--- src/rtl/rxq_pkg.sv ---
package rxq_pkg;

    typedef enum logic [1:0] {
        DM_SINGLE = 2'd0,
        DM_MID    = 2'd1,
        DM_MAX    = 2'd2,
        DM_MAX_B  = 2'd3
    } depth_mode_e;

    typedef struct packed {
        logic       brk;
        logic       ferr;
        logic       perr;
        logic [7:0] data;
    } rx_entry_t;

    function automatic int unsigned mode_capacity(depth_mode_e m, int unsigned mid_depth,
                                                  int unsigned max_depth);
        case (m)
            DM_SINGLE: return 1;
            DM_MID:    return mid_depth;
            default:   return max_depth;
        endcase
    endfunction

    function automatic int unsigned trig_level(depth_mode_e m, logic [1:0] sel,
                                               int unsigned mid_depth, int unsigned max_depth);
        int unsigned depth;
        int unsigned gap;
        if (m == DM_SINGLE) return 1;
        depth = (m == DM_MID) ? mid_depth : max_depth;
        gap   = (m == DM_MID) ? 2 : 8;
        case (sel)
            2'd0:    return 1;
            2'd1:    return depth / 4;
            2'd2:    return depth / 2;
            default: return depth - gap;
        endcase
    endfunction

endpackage

--- src/rtl/rxq_store.sv ---
module rxq_store
    import rxq_pkg::*;
#(
    parameter int unsigned MID_DEPTH = 16,
    parameter int unsigned MAX_DEPTH = 64,
    localparam int unsigned PTR_W = $clog2(MAX_DEPTH),
    localparam int unsigned CNT_W = $clog2(MAX_DEPTH + 1)
) (
    input  logic             clk,
    input  logic             rst,
    input  logic [1:0]       mode_i,
    input  logic             clear_i,
    input  logic             push_i,
    input  rx_entry_t        push_ent_i,
    input  logic             pop_i,
    input  logic             status_rd_i,
    output rx_entry_t        head_o,
    output logic [CNT_W-1:0] count_o,
    output depth_mode_e      mode_o,
    output logic             overrun_o,
    output logic             activity_o
);

    rx_entry_t        mem [MAX_DEPTH];
    logic [PTR_W-1:0] wr_ptr, rd_ptr;
    logic [CNT_W-1:0] count, cap;
    depth_mode_e      mode_q;
    logic             overrun_q;
    logic             flush, full, pop_ok, push_ok, ovr_set;

    function automatic logic [PTR_W-1:0] ptr_step(logic [PTR_W-1:0] p, logic [CNT_W-1:0] c);
        if ({1'b0, p} == CNT_W'(c - 1'b1)) return '0;
        return p + 1'b1;
    endfunction

    assign cap     = CNT_W'(mode_capacity(mode_q, MID_DEPTH, MAX_DEPTH));
    assign flush   = clear_i || (depth_mode_e'(mode_i) != mode_q);
    assign full    = (count == cap);
    assign pop_ok  = pop_i && (count != '0) && !flush;
    assign push_ok = push_i && !flush && (!full || pop_ok);
    assign ovr_set = push_i && !flush && full && !pop_ok;

    always_ff @(posedge clk) begin
        if (push_ok) mem[wr_ptr] <= push_ent_i;
    end

    always_ff @(posedge clk) begin
        if (rst) begin
            wr_ptr    <= '0;
            rd_ptr    <= '0;
            count     <= '0;
            mode_q    <= DM_SINGLE;
            overrun_q <= 1'b0;
        end else begin
            if (flush) begin
                wr_ptr <= '0;
                rd_ptr <= '0;
                count  <= '0;
                mode_q <= depth_mode_e'(mode_i);
            end else begin
                if (push_ok) wr_ptr <= ptr_step(wr_ptr, cap);
                if (pop_ok)  rd_ptr <= ptr_step(rd_ptr, cap);
                if (push_ok && !pop_ok)      count <= count + 1'b1;
                else if (pop_ok && !push_ok) count <= count - 1'b1;
            end
            if (ovr_set)          overrun_q <= 1'b1;
            else if (status_rd_i) overrun_q <= 1'b0;
        end
    end

    assign head_o     = mem[rd_ptr];
    assign count_o    = count;
    assign mode_o     = mode_q;
    assign overrun_o  = overrun_q;
    assign activity_o = push_ok || pop_ok || flush;

    a_r1_count_bound: assert property (@(posedge clk) disable iff (rst)
        count <= cap);
    a_r3_overrun_set: assert property (@(posedge clk) disable iff (rst)
        (push_i && !pop_i && !flush && count == cap) |=> overrun_q);
    a_r8_flush_empties: assert property (@(posedge clk) disable iff (rst)
        flush |=> (count == '0));
    a_r2_pop_empty_idle: assert property (@(posedge clk) disable iff (rst)
        (count == '0 && !push_i) |=> (count == '0));

endmodule

--- src/rtl/rxq_flow.sv ---
module rxq_flow
    import rxq_pkg::*;
#(
    parameter int unsigned MID_DEPTH = 16,
    parameter int unsigned MAX_DEPTH = 64,
    localparam int unsigned CNT_W = $clog2(MAX_DEPTH + 1)
) (
    input  logic             clk,
    input  logic             rst,
    input  depth_mode_e      mode_i,
    input  logic [1:0]       trig_sel_i,
    input  logic             afc_en_i,
    input  logic [CNT_W-1:0] count_i,
    output logic             irq_avail_o,
    output logic             rts_o
);

    logic [CNT_W-1:0] level;
    logic             rts_q;

    assign level       = CNT_W'(trig_level(mode_i, trig_sel_i, MID_DEPTH, MAX_DEPTH));
    assign irq_avail_o = (count_i >= level);

    always_ff @(posedge clk) begin
        if (rst)                  rts_q <= 1'b1;
        else if (count_i >= level) rts_q <= 1'b0;
        else if (count_i == '0)   rts_q <= 1'b1;
    end

    assign rts_o = afc_en_i ? rts_q : 1'b1;

    a_r6_rts_drop: assert property (@(posedge clk) disable iff (rst)
        (count_i >= level) |=> !rts_q);
    a_r6_rts_rise: assert property (@(posedge clk) disable iff (rst)
        (count_i == '0) |=> rts_q);
    a_r5_empty_no_avail: assert property (@(posedge clk) disable iff (rst)
        (count_i == '0) |-> !irq_avail_o);

endmodule

--- src/rtl/rxq_timeout.sv ---
module rxq_timeout #(
    parameter int unsigned CHAR_W = 16,
    localparam int unsigned TMO_W = CHAR_W + 2
) (
    input  logic              clk,
    input  logic              rst,
    input  logic [CHAR_W-1:0] char_cycles_i,
    input  logic              activity_i,
    input  logic              nonempty_i,
    output logic              irq_timeout_o
);

    logic [TMO_W-1:0] idle_cnt;
    logic [TMO_W-1:0] limit;

    assign limit = {char_cycles_i, 2'b00};

    always_ff @(posedge clk) begin
        if (rst || activity_i || !nonempty_i) idle_cnt <= '0;
        else if (idle_cnt < limit)            idle_cnt <= idle_cnt + 1'b1;
    end

    assign irq_timeout_o = nonempty_i && (limit != '0) && (idle_cnt >= limit);

    a_r7_empty_quiet: assert property (@(posedge clk) disable iff (rst)
        !nonempty_i |-> !irq_timeout_o);
    a_r7_activity_restarts: assert property (@(posedge clk) disable iff (rst)
        (activity_i && char_cycles_i != '0 && $stable(char_cycles_i)) |=> !irq_timeout_o);

endmodule

--- src/rtl/rxq_top.sv ---
module rxq_top
    import rxq_pkg::*;
#(
    parameter int unsigned MID_DEPTH = 16,
    parameter int unsigned MAX_DEPTH = 64,
    parameter int unsigned CHAR_W    = 16,
    localparam int unsigned CNT_W = $clog2(MAX_DEPTH + 1)
) (
    input  logic              clk,
    input  logic              rst,
    input  logic [1:0]        mode_i,
    input  logic [1:0]        trig_sel_i,
    input  logic              afc_en_i,
    input  logic              clear_i,
    input  logic [CHAR_W-1:0] char_cycles_i,
    input  logic              push_i,
    input  logic [7:0]        push_data_i,
    input  logic              push_perr_i,
    input  logic              push_ferr_i,
    input  logic              push_brk_i,
    input  logic              pop_i,
    input  logic              status_rd_i,
    output logic [7:0]        head_data_o,
    output logic              head_perr_o,
    output logic              head_ferr_o,
    output logic              head_brk_o,
    output logic              data_ready_o,
    output logic              overrun_o,
    output logic              irq_avail_o,
    output logic              irq_timeout_o,
    output logic              irq_o,
    output logic              rts_o
);

    rx_entry_t        push_ent, head;
    logic [CNT_W-1:0] count;
    depth_mode_e      mode_q;
    logic             activity;
    logic             line_err;

    assign push_ent = '{brk: push_brk_i, ferr: push_ferr_i, perr: push_perr_i, data: push_data_i};

    rxq_store #(.MID_DEPTH(MID_DEPTH), .MAX_DEPTH(MAX_DEPTH)) u_store (
        .clk(clk), .rst(rst), .mode_i(mode_i), .clear_i(clear_i),
        .push_i(push_i), .push_ent_i(push_ent), .pop_i(pop_i),
        .status_rd_i(status_rd_i), .head_o(head), .count_o(count),
        .mode_o(mode_q), .overrun_o(overrun_o), .activity_o(activity)
    );

    rxq_flow #(.MID_DEPTH(MID_DEPTH), .MAX_DEPTH(MAX_DEPTH)) u_flow (
        .clk(clk), .rst(rst), .mode_i(mode_q), .trig_sel_i(trig_sel_i),
        .afc_en_i(afc_en_i), .count_i(count),
        .irq_avail_o(irq_avail_o), .rts_o(rts_o)
    );

    rxq_timeout #(.CHAR_W(CHAR_W)) u_tmo (
        .clk(clk), .rst(rst), .char_cycles_i(char_cycles_i),
        .activity_i(activity), .nonempty_i(count != '0),
        .irq_timeout_o(irq_timeout_o)
    );

    assign data_ready_o = (count != '0);
    assign head_data_o  = head.data;
    assign head_perr_o  = head.perr;
    assign head_ferr_o  = head.ferr;
    assign head_brk_o   = head.brk;
    assign line_err     = data_ready_o && (head.perr || head.ferr || head.brk);
    assign irq_o        = irq_avail_o || irq_timeout_o || overrun_o || line_err;

    a_r9_irq_sources: assert property (@(posedge clk) disable iff (rst)
        overrun_o |-> irq_o);
    a_r4_ready_on_avail: assert property (@(posedge clk) disable iff (rst)
        irq_avail_o |-> data_ready_o);

endmodule

--- config.mk ---
export PLATFORM = sky130hd
export DESIGN_NAME = rxq_top
export DESIGN_NICKNAME = d
export VERILOG_FILES = /design/src/rtl/rxq_pkg.sv /design/src/rtl/rxq_store.sv /design/src/rtl/rxq_flow.sv /design/src/rtl/rxq_timeout.sv /design/src/rtl/rxq_top.sv
export SDC_FILE = /design/constraint.sdc
export NUM_CORES = 1
export LEC_CHECK = 0
export CAP_MARGIN = 20
export CORE_ASPECT_RATIO = 1.4
export CORE_MARGIN = 4
export CORE_UTILIZATION = 45
export CTS_CLUSTER_SIZE = 25
export DETAILED_ROUTE_END_ITERATION = 12
export PLACE_DENSITY_LB_ADDON = 0.08
export SLEW_MARGIN = 20
export SYNTH_ARGS = -nofsm -noshare
export SYNTH_HDL_FRONTEND = slang
export SYNTH_SLANG_ARGS = --single-unit
--- constraint.sdc ---
create_clock -name clk -period 6 [get_ports clk]
set_clock_uncertainty 0.2 [all_clocks]
set_input_delay 0.6 -clock clk [delete_from_list [all_inputs] [get_ports clk]]
set_output_delay 0.6 -clock clk [all_outputs]
set_load 0.05 [all_outputs]
# Yosys cells after proc, flatten, opt, wreduce, memory -nomap -nowiden
# Memory sizes are Yosys's and may differ from the RTL's. A register that Yosys moved wholly into a read port is not among the register bits.
# Index checks and enable logic that the tools add are counted.
op_classes:
  n_eq_ne: 7
  n_lt_le_gt_ge: 3
  n_reduce_logical: 36
  mux: 30
  n_addsub: 7
op_table:
  columns: ["operator", "count"]
  rows:
  - ["6-bit two-way mux", 6]
  - ["7-bit two-way mux", 4]
  - ["7-bit one-hot mux with 3 select lines", 1]
  - ["18-bit by 1-bit adder with 18-bit output, second input constant", 1]
  - ["18-bit greater-or-equal comparator", 1]
  - ["18-bit < comparator", 1]
  - ["18-bit nonzero test", 1]
  - ["1-bit two-way mux", 17]
  - ["6-bit by 7-bit equality test with 1-bit output", 2]
  - ["7-bit one-hot mux with 2 select lines", 1]
  - ["7-bit by 1-bit subtractor with 7-bit output, second input constant", 2]
  - ["6-bit by 1-bit adder with 6-bit output, second input constant", 2]
  - ["1-bit logical AND", 11]
  - ["1-bit logical OR", 11]
  - ["7-bit by 1-bit adder with 7-bit output, second input constant", 1]
  - ["7-bit equality test", 1]
  - ["7-bit greater-or-equal comparator", 1]
  - ["7-bit logical NOT", 1]
  - ["7-bit nonzero test", 1]
  - ["7-bit subtractor", 1]
  - ["2-bit nonzero test", 3]
  - ["1-bit logical NOT", 5]
  - ["2-bit by 1-bit equality test with 1-bit output, second input constant", 2]
  - ["2-bit logical NOT", 2]
  - ["other kinds (4)", 4]
word_totals:
  wordCells: 91
  mem_count: 1
  ff_bits: 41
  mem_bits_rw: 704
  out_inout_bits: 17
  inputBits: 38
memory_table:
  columns: ["name", "words", "word_bits", "rd", "rd_clocked_by_memory_dff", "wr", "line", "source"]
  rows:
  - ["u_store.mem", 64, 11, 1, 1, 1, "rxq_store.sv:24", "rx_entry_t mem [MAX_DEPTH];"]

# Depth between registers and ports, before layout
logic_depth:
  word_depth: 11
  ltp_mapped: 16
  mapped_depth_nobuf: 14

# Hierarchy
# From an unflattened synthesis, not the netlist that was laid out.
hier_totals:
  cells_unflattened: 1673
  area_unflattened_um2: 30536.8
by_module_without_submodules:
  columns: ["mod", "cells_each", "seq_area_each_um2", "n_inst", "area_each_um2"]
  rows:
  - ["rxq_store", 1471, 21700.8, 1, 28915.2]
  - ["rxq_timeout", 166, 360.3, 1, 1342.5]
  - ["rxq_flow", 30, 20.0, 1, 240.2]
  - ["rxq_top", 6, 0.0, 1, 38.8]

# Worst setup path after synthesis
# Ideal clock, no wire load.
synth_timing:
  path_type: "reg-to-output"
  from: "reg with a tool-made name"
  to: "out irq_o"
  arrival_time_ns: 3.154
  n_path_buf: 3
  t_required_ns: 5.200
  path_stages_with_launch: 10
  setup_slack_ns: 2.046
  path_cell_list: "dfxtp_1 buf_2 buf_2 buf_1 mux4_2 a22oi_1 nand3_1 a211o_1 or4_1 a211o_1"
synth_rtl:
  columns: ["item", "line", "source"]
  rows:
  - ["end, declared", "rxq_top.sv:31", "output logic irq_o,"]

==> results.md <==
| Item | This run | Unit |
|:---|:---|:---|
| Main flop type after synthesis | edfxtp_1 | - |
| Leakage power | 10.6 | nW |
| Half-perimeter wire length of the detailed placement result | 43900 | µm |
| Final hold violation count | 0 | - |
| Async set or reset register ratio after synthesis | 0 | - |
| Share of synthesized area occupied by flip-flops and latches | 0.737 | - |
| Min-Delay Path Class | flip-flop to flip-flop | - |
| Most common cell after layout, fill and taps aside | edfxtp_1 | - |
| Pre-CTS setup slack | 0.979 | ns |
| Switching Power | 2.05 | mW |
| Number of vias after detailed routing | 14500 | - |
| Status | finished, final reports clean | - |
| Full die area | 0.0708 | mm² |
| Critical path launch point type | flip-flop | - |
| Via count normalized by instance count | 5.71 | - |
| Global-route usage over all layers | 0.202 | - |
| Nets in the synthesized netlist | 1554 | - |
| Die Width | 226 | µm |
| TritonCTS buffer count | 74 | - |
| Total grt overflow | 0 | - |
| Reg power frac | 0.548 | - |
| Power Density | 305 | mW/mm² |
| Series of cell instances along the critical path | buf_12, buf_4, mux4_2, a21oi_1, nand3_1, a211o_1, or4_1, a211o_1, clkdlybuf4s50_1 | - |
| Post-detailed-route DRC marker count | 0 | - |
| Sink of the worst hold path | u_tmo.idle_cnt[6] | - |
| Cts hold-fix bufs | 0 | - |
| Setup repair after global routing missed its margin | no | - |
| Combinational Power Share | 0.018 | - |
| Initial antenna violation count | 6 | - |
| Cell Area, Synth | 0.0300 | mm² |
| Top Family by Delay on Critical Path | buffers and inverters | - |
| Clock group share of total power | 0.434 | - |
| Syn_area_per_cell | 20.2 | µm² |
| Fin nets | 1711 | - |
| Critical path's most frequent cell | a211o_1 | - |
| Num ports | 55 | - |
| Area added between synthesis and finish | 14.6 | % |
| Worst Path Max Fanout | 35 | - |
| Initial core utilization | 0.456 | - |
| Critical path arrival | 4.82 | ns |
| Maximum resistive drop on vdd | 0.172 | mV |
| Share of the clock period used by the worst path after layout | 0.936 | - |
| Syn. warnings | 0 | - |
| Startpoint of the tightest hold check path | u_tmo.idle_cnt[6] | - |
| Kind of capture point of the worst setup path | primary output | - |
| Largest net degree at the start of global routing | 65 | - |
| Number of buffers inserted by port buffering | 54 | - |
| Number of DRC markers after the initial detailed-route iteration | 1222 | - |
| H-Tree Depth | 3 | - |
| Via count of the first global-routing pass | 15300 | - |
| Setup Fix Bufs, Post-CTS | 0 | - |
| Min cycle time layout | 5.62 | ns |
| Worst setup path class | flip-flop to primary output | - |
| Slack of the worst reg-to-reg path | 1.75 | ns |
| Number of nets still failing antenna checks after routing | 0 | - |
| Largest stage delay, worst path | 0.76 | ns |
| Post-Synthesis Cells | 1481 | - |
| TritonCTS clock tree | yes | - |
| Upper clock frequency limit | 178 | MHz |
| Average routed wire per standard cell | 27.6 | µm |
| Total routed wirelength | 70300 | µm |
| Setup TNS Final | 0 | ns |
| Commonest non-fill, non-tap cells in the layout | 704 x edfxtp_1, 212 x mux4_2, 108 x nor2_1 | - |
| Clk_lat worst skew | 0.61 | ns |
| Post-synth EDFFs | 704 | - |
| Crit Reg-Reg Startpoint | u_store.mode_o[1] | - |
| Placeable Area | 0.0657 | mm² |
| Total iterations of the first detailed-routing run | 7 | - |
| Final count of negative-setup-slack endpoints | 0 | - |
| Cell Int Power | 8.40 | mW |
| Clock transition at the register clock pins on the worst setup and hold paths after CTS | 0.06 | ns |
| Synth Register Bits | 751 | - |
| Cell with the largest stage delay on the worst path | dfxtp_4 | - |
| Crit path buffers/inverters | 3 | - |
| Standard-cell row count | 111 | - |
| Routability congestion estimate from global placement | 0.776 | - |
| Number of max-capacitance violations reported | 0 | - |
| Clk buf depth | 3 | - |
| R2R cell count | 14 | - |
| Summed area of non-filler cells in the final layout | 0.0343 | mm² |
| Slew Viols, Final | 0 | - |
| CTS root buf | clkbuf_16 | - |
| Final cell count without fillers | 2548 | - |
| Die extent in y | 313 | µm |
| Number of gates given a new drive strength after cts | 0 | - |
| DP Area | 0.0319 | mm² |
| First-pass GRT wire length | 104000 | µm |
| Sink count of the clock tree | 751 | - |
| Critical path required time | 5.20 | ns |
| Net Sw Frac | 0.196 | - |
| Post-route core utilization | 0.522 | - |
| Share of cells above drive strength 1 | 0.253 | - |
| Minimum setup slack in the final design | 0.381 | ns |
| Cell count of the worst hold path | 2 | - |
| Placed cell count | 2409 | - |
| Number of distinct library cell variants in the gate-level netlist after synthesis | 55 | - |
| Worst slew slack as a fraction of its limit | 0.337 | - |
| Actual slew at the worst max-slew pin | 0.992 | ns |
| R2r endpoint | u_store.count_o[6] | - |
==> cell usage after synthesis (all sizes together), types with 7 or more instances <==
cell type,count,area [µm²]
nor3,12,60.1
edfxtp,704,21100
nand3,23,115
nor4,8,50.1
inv,32,120
clkbuf,35,131
mux4,212,4770
o21ai,18,90.1
nor2b,12,75.1
ha,34,425
nor2,108,405
mux2i,24,240
dfxtp,47,941
buf,35,191
and2,7,43.8
or3,8,50.1
a21oi,22,110
xor2,9,78.8
nand4,13,81.3
xnor2,20,175
nand2b,7,43.8
nand2,28,105
==> registers in the layout (all words and copies together) (netlist names), named ones only <==
register and flops:
u_flow.rts_q 1, u_store.count_o 7, u_store.mem 704, u_store.mode_o 2
u_store.overrun_o 1, u_store.rd_ptr 6, u_store.wr_ptr 6, u_tmo.idle_cnt 18
==> logic make-up (layout without fill, tap and decap cells) <==
family | Yosys count | count (layout) | share of synthesized area
flops | 751 | 751 | 0.737
simple gates | 248 | 248 | 0.0399
mux | 238 | 238 | 0.168
buf+inv | 102 | 319 | 0.0148
compound gates | 78 | 78 | 0.0165
fa+ha+maj | 35 | 35 | 0.0149
xor+xnor | 29 | 29 | 0.00848
other cells | 0 | 3 | 0
==> metrics by stage <==
step | total power [mW] | hold slack [ns]
detailed placement | 6.03 | 0.297
global route | 10.8 | 0.353
global placement | 6.02 | 0.285
finish | 10.4 | 0.308
floorplan | 5.90 | 0.259
CTS | 10.6 | 0.314
==> worst min-delay path: cells and delay by family (launching register included) <==
family | cells | cell delay (ns)
AOI/OAI and AO/OA | 2 | 0.14
DFF | 1 | 0.33
==> routing by layer <==
metal	part of all wire	GRT usage	vias up
li1	-	-	6395
met1	0.41	0.270	7700
met2	0.52	0.344	365
met3	0.054	0.0332	80
met4	0.019	0.0637	0
met5	0	0	-
==> power groups by stage <==
stage	combinational [mW]	sequential [mW]	clock, mW
global route	0.203	5.72	4.87
global placement	0.183	5.84	0
finish	0.186	5.73	4.54
CTS	0.191	5.73	4.65
detailed placement	0.191	5.84	0
floorplan	0.0573	5.84	0
==> how the worst max path moves through the flow <==
| stage | start | to | slack, ns | cells past startpoint |
|---|---|---|---|---|
| 6_report | flip-flop | irq_o | 0.38 | 9 |
| 5_1_grt | flip-flop | irq_o | 0.18 | 9 |
| 3_5_place_dp | flip-flop | irq_o | 0.98 | 9 |
| 2_1_floorplan | flip-flop | irq_o | 2.05 | 9 |
| 4_1_cts | flip-flop | irq_o | 0.29 | 9 |
| 3_3_place_gp | flip-flop | irq_o | 0.98 | 9 |
==> final cells by class <==
type / instances / area, µm²
antenna: 3 / 7.51
clock buffer: 103 / 2110
clock inverter: 33 / 253
fill: 5233 / 31400
inverter: 32 / 120
multi-input combinational: 628 / 7430
sequential: 751 / 22100
tap: 847 / 1060
timing repair buffer: 151 / 1240
(Power assumes the default switching activity.)
